### config.mk
export PLATFORM = sky130hd
export DESIGN_NAME = ckpt_log_buffer
export DESIGN_NICKNAME = d
export VERILOG_FILES = /design/src/rtl/ckpt_log_buffer.sv
export SDC_FILE = /design/constraint.sdc
export NUM_CORES = 2
export LEC_CHECK = 0
export ABC_AREA = 1
export BUFFER_PORTS_ARGS = -buffer_cell sky130_fd_sc_hd__buf_4
export CAP_MARGIN = 20
export CORE_MARGIN = 5
export CORE_UTILIZATION = 50
export DETAILED_ROUTE_END_ITERATION = 8
export GPL_ROUTABILITY_DRIVEN = 0
export HOLD_SLACK_MARGIN = 0.03
export PLACE_DENSITY = 0.78
export SLEW_MARGIN = 30
export SYNTH_ARGS = -nofsm -noshare
export SYNTH_HDL_FRONTEND = slang
export SYNTH_SLANG_ARGS = --single-unit
### constraint.sdc
create_clock -name clk -period 22.8 [get_ports clk]
set_clock_uncertainty 0.2 [all_clocks]
set_input_delay 1.14 -clock clk [delete_from_list [all_inputs] [get_ports clk]]
set_output_delay 1.14 -clock clk [all_outputs]
set_load 0.01 [all_outputs]
### src/rtl/ckpt_log_buffer.sv
module ckpt_log_buffer #(
  parameter int ADDR_W    = 4,
  parameter int DATA_W    = 32,
  parameter int ST_W      = 2,
  parameter int CN_W      = 8,
  parameter int LOG_DEPTH = 16
) (
  input  logic                           clk,
  input  logic                           rst_n,
  input  logic                           op_valid,
  input  logic [1:0]                     op_kind,
  input  logic [ADDR_W-1:0]              op_addr,
  input  logic [DATA_W-1:0]              op_data,
  input  logic [ST_W-1:0]                op_state,
  input  logic                           ckpt_new,
  input  logic                           validate,
  input  logic                           recover,
  output logic                           op_ready,
  output logic [DATA_W-1:0]              rd_data,
  output logic [ST_W-1:0]                rd_state,
  output logic [CN_W-1:0]                rd_cn,
  output logic [CN_W-1:0]                active_cn,
  output logic [CN_W-1:0]                recov_cn,
  output logic [$clog2(LOG_DEPTH):0]     log_count,
  output logic                           log_full,
  output logic                           recovering
);
  localparam int LINES = 1 << ADDR_W;
  localparam int PTR_W = $clog2(LOG_DEPTH);
  localparam int CNT_W = PTR_W + 1;
  localparam logic [1:0] K_LOAD = 2'd0;
  localparam logic [1:0] K_XFER = 2'd2;

  logic [DATA_W-1:0] ln_data [LINES];
  logic [ST_W-1:0]   ln_st   [LINES];
  logic [CN_W-1:0]   ln_cn   [LINES];

  logic [ADDR_W-1:0] lg_addr [LOG_DEPTH];
  logic [DATA_W-1:0] lg_data [LOG_DEPTH];
  logic [ST_W-1:0]   lg_st   [LOG_DEPTH];
  logic [CN_W-1:0]   lg_cn   [LOG_DEPTH];
  logic [CN_W-1:0]   lg_iv   [LOG_DEPTH];

  logic [PTR_W-1:0] wr_ptr, rd_ptr, tail, wr_nxt, rd_nxt;
  logic [CNT_W-1:0] cnt;
  logic [CN_W-1:0]  act, rcv, head_age, tail_age;
  logic             rec;

  assign rd_data    = ln_data[op_addr];
  assign rd_state   = ln_st[op_addr];
  assign rd_cn      = ln_cn[op_addr];
  assign active_cn  = act;
  assign recov_cn   = rcv;
  assign log_count  = cnt;
  assign recovering = rec;

  wire writes   = op_kind != K_LOAD;
  wire need_log = writes && (ln_cn[op_addr] != act);
  assign log_full = cnt == CNT_W'(LOG_DEPTH);
  assign op_ready = !rec && !recover && !(need_log && log_full);
  wire accept = op_valid && op_ready;
  wire push   = accept && need_log;

  assign wr_nxt = (wr_ptr == PTR_W'(LOG_DEPTH-1)) ? '0 : wr_ptr + 1'b1;
  assign rd_nxt = (rd_ptr == PTR_W'(LOG_DEPTH-1)) ? '0 : rd_ptr + 1'b1;
  assign tail   = (wr_ptr == '0) ? PTR_W'(LOG_DEPTH-1) : wr_ptr - 1'b1;

  assign head_age = lg_iv[rd_ptr] - rcv;
  assign tail_age = lg_iv[tail] - rcv;
  wire retire    = !rec && (cnt != '0) && head_age[CN_W-1];
  wire tail_keep = (cnt != '0) && !tail_age[CN_W-1];
  wire restore   = rec && tail_keep;

  always_ff @(posedge clk) begin
    if (!rst_n) begin
      wr_ptr <= '0;
      rd_ptr <= '0;
      cnt    <= '0;
      act    <= CN_W'(1);
      rcv    <= CN_W'(1);
      rec    <= 1'b0;
    end else if (rec) begin
      if (tail_keep) begin
        wr_ptr <= tail;
        cnt    <= cnt - 1'b1;
      end else begin
        rec    <= 1'b0;
        cnt    <= '0;
        rd_ptr <= wr_ptr;
        act    <= rcv;
      end
    end else begin
      if (recover) rec <= 1'b1;
      else begin
        if (ckpt_new) act <= act + 1'b1;
        if (validate && rcv != act) rcv <= rcv + 1'b1;
      end
      if (push)   wr_ptr <= wr_nxt;
      if (retire) rd_ptr <= rd_nxt;
      cnt <= cnt + CNT_W'(push) - CNT_W'(retire);
    end
  end

  always_ff @(posedge clk) begin
    if (push) begin
      lg_addr[wr_ptr] <= op_addr;
      lg_data[wr_ptr] <= ln_data[op_addr];
      lg_st[wr_ptr]   <= ln_st[op_addr];
      lg_cn[wr_ptr]   <= ln_cn[op_addr];
      lg_iv[wr_ptr]   <= act;
    end
  end

  always_ff @(posedge clk) begin
    if (!rst_n) begin
      for (int i = 0; i < LINES; i++) begin
        ln_data[i] <= '0;
        ln_st[i]   <= '0;
        ln_cn[i]   <= '0;
      end
    end else if (restore) begin
      ln_data[lg_addr[tail]] <= lg_data[tail];
      ln_st[lg_addr[tail]]   <= lg_st[tail];
      ln_cn[lg_addr[tail]]   <= lg_cn[tail];
    end else if (accept && writes) begin
      ln_cn[op_addr] <= act;
      if (op_kind == K_XFER) ln_st[op_addr] <= '0;
      else begin
        ln_data[op_addr] <= op_data;
        ln_st[op_addr]   <= op_state;
      end
    end
  end
endmodule

==> impl_metrics.json <==
{
  "status": "complete, no violations",
  "synth.area.top_cells": "edfxtp_1 65%, o21ai_0 6.1%, nor2_1 5.2%, nor3_2 4.6%, nand2_1 2.8%",
  "htreeDepth": 4,
  "max_freq_ghz": 0.123,
  "drc": 0,
  "whs_ps": 354,
  "yosysUniqueCellTypes": 46,
  "fin_cells": 7885,
  "layout-drive-gt1-share_pct": 14.0,
  "synth_cells": 6064,
  "numCtsBuffers": 150,
  "fin_setup_tns_ps": 0,
  "synth_fp_nets": 6140,
  "vias": 50200,
  "dp_slack_ps": 14060,
  "placedCellCount": 7615,
  "rows": 138,
  "dp_hpwl_um": 109000,
  "grt_max_degree": 193,
  "die_h_um": 386,
  "ctsResizeCount": 0,
  "rsz0062_at_grt": "false",
  "final_area_sq_um": 77400,
  "worstSkewPairLatency_ps": 780,
  "first_pass_iters": 6,
  "cts_hold_buf": 0,
  "cts_tree": "yes",
  "dieArea_sq_um": 149000,
  "critical_path_cell_count": 22,
  "slowest_stage": "dfxtp_4",
  "post-route-min-period_ps": 8110,
  "power.leakage_nw": 25.8,
  "drv_slew": 0,
  "cp.arrival_ps": 8360,
  "layout.nets": 5954,
  "worst_pin_slew_ps": 1070,
  "synth_area_sq_um": 70800,
  "worstHoldPathCells": 2,
  "cpLargestDelayFamily": "buffers and inverters",
  "p_total_mw": 10.9,
  "area_growth_pct": 9.43,
  "vias_per_cell": 6.37,
  "post-route-period-util_pct": 35.6,
  "io_pins": 112,
  "synth_top_area_cell": "edfxtp_1",
  "drtAntennaViolNets": 0,
  "cp_max_fo": 112,
  "ctsRootBufferMaster": "clkbuf_16",
  "ff2ff_path_depth": 22,
  "die_x_um": 386,
  "grt_pass1_vias": 48200,
  "overflow": 0,
  "yosys_most_used_dff": "edfxtp_1",
  "slew_headroom_pct": 28.5,
  "grt_pass1_wl_um": 293000,
  "postLayoutCoreUtil_pct": 54.9,
  "hold_path.class": "reg -> reg",
  "yosysTopAreaCellShare_pct": 65.2,
  "max-cap-violations": 0,
  "critPathCaptureType": "flip-flop",
  "drt-wirelength-per-cell_um": 24.8,
  "crit_chain": "inv_8, ha_4, nand2_1, nand3_4, inv_1, buf_4, o21ai_0, o21ai_0, inv_1, ha_1, a21oi_1, nand2_1, nand2_1, nand3_1, nand2_1, nand4_1, buf_4, nand2_4, nand3_4, buf_4, o21ai_4, buf_4",
  "max_stage_delay_ps": 760,
  "powerDensity_nw_per_um2": 141,
  "ys_ff_latch": 1570,
  "start_kind": "flip-flop",
  "synth_warnings": 0,
  "io_buffers": 111,
  "async_flop_share_pct": 0,
  "start_util_pct": 50.2,
  "cts_setup_buffers": 0,
  "worst-path-buf-inv": 7,
  "n_antenna_cell": 0,
  "cts_max_path_buffers": 3,
  "hold_violations": 0,
  "clk_pin_slew_ps": 60,
  "drt_iter0_drc": 7335,
  "core_area_sq_um": 141000,
  "synth_edf_count": 1536,
  "antenna_found_initial": 1,
  "syn_area_per_cell_sq_um": 11.7,
  "path_class": "reg -> reg",
  "global_route.usage.total_pct": 25.6,
  "worstPathRequired_ps": 23050,
  "layout_setup_ws_ps": 14690,
  "setup_viol": 0,
  "clkSinkCount": 1570,
  "vdd_ir_drop_max_mv": 0.263,
  "yosysSeqAreaShare_pct": 66.1,
  "dpl_cell_area_sq_um": 72700,
  "totalWireLength_um": 196000
}
[cell usage after synthesis, types with 4 or more instances]
master    instances
o21ai_1          16
nand2_2          11
a221oi_1          5
buf_1            23
nand3_1         183
inv_1           181
a31oi_1          33
nand4_1          16
buf_4            70
nor3_1          189
nor2_1          986
buf_2            86
inv_2             4
nand2_1         536
ha_1             29
o21ai_0         858
clkbuf_1        315
dfxtp_1          34
o221ai_1        184
o22ai_1         123
o211ai_1         60
a21oi_1         119
o21ai_4          32
buf_6            41
xor2_1           13
a211oi_1          9
xnor2_1           4
edfxtp_1       1536
mux2i_1          11
nand3_2           5
nor3_2          328
[kinds of logic after synthesis]
| group | count (synthesis) | synth area share [%] |
|---|---|---|
| mux | 11 | 0.156 |
| flops | 1570 | 66.1 |
| buf+inv | 722 | 4.79 |
| simple gates | 2262 | 15.8 |
| xor+xnor | 17 | 0.210 |
| compound gates | 1452 | 12.4 |
| fa+ha+maj | 30 | 0.541 |
[final timing paths]
kind                  start               to  slack (ps)
hold reg to reg   rd_ptr[2]        flip-flop         350
setup / recovery  wr_ptr[0]  ln_data[12][11]       14690
hold / removal    rd_ptr[2]        flip-flop         350
setup reg to reg  wr_ptr[0]  ln_data[12][11]       14690
[where the power goes]
part           internal (mW)  leakage (nW)  switching (mW)
clock network           1.35          2.27            1.07
registers               3.42          15.0           0.117
logic                  0.974          8.52            3.97
[worst register-to-register path, stage by stage, from the launching register on]
cell and delay, ps:
dfxtp_4 760, inv_8 400, ha_4 380, nand2_1 330, nand3_4 490, inv_1 720
buf_4 450, o21ai_0 170, o21ai_0 230, inv_1 80, ha_1 290, a21oi_1 150
nand2_1 100, nand2_1 90, nand3_1 70, nand2_1 90, nand4_1 90, buf_4 220
nand2_4 160, nand3_4 740, buf_4 660, o21ai_4 480, buf_4 430
[flip-flops by register name, indices dropped and copies added, names as in the netlist, named ones only]
signal / cells
wr_ptr: 4
log_count: 5
ln_cn: 128
lg_iv: 128
rd_ptr: 4
lg_data: 512
lg_st: 32
ln_data: 512
recov_cn: 8
lg_cn: 128
recovering: 1
lg_addr: 64
active_cn: 8
ln_st: 32
[per-layer routing]
| layer | wire, um | up-vias | GRT usage [%] |
|---|---|---|---|
| li1 | - | 21700 | - |
| met1 | 72700 | 24500 | 34.7 |
| met2 | 90800 | 3492 | 40.4 |
| met3 | 25300 | 492 | 5.99 |
| met4 | 7060 | 2 | 10.0 |
| met5 | 10 | - | 0 |
[final cells by class]
cell class / instances / area [sq um]
Clock inverter: 80 / 679
Multi-Input combinational cell: 3772 / 21000
Sequential cell: 1570 / 46800
Inverter: 186 / 724
Tap cell: 1890 / 2360
Timing Repair Buffer: 198 / 1830
Clock buffer: 189 / 3990
Fill cell: 11100 / 63600
[layout by cell type (no fill, tap or decap), drive strengths merged]
cell	count
clkinvlp	4
ha	29
nand2	549
nor2	987
nor3	517
o31ai	3
fa	1
and2	2
edfxtp	1536
bufinv	10
clkbuf	189
o32ai	3
nand4	16
o311ai	1
a31oi	33
xnor2	4
o211ai	60
o21ai	907
a21oi	120
inv	192
nor4	1
clkinv	60
o221a	3
o221ai	184
nand3	190
a221oi	5
a211oi	9
a2111oi	1
dfxtp	34
buf	198
xor2	13
o22ai	123
mux2i	11
(Power assumes the default switching activity.)
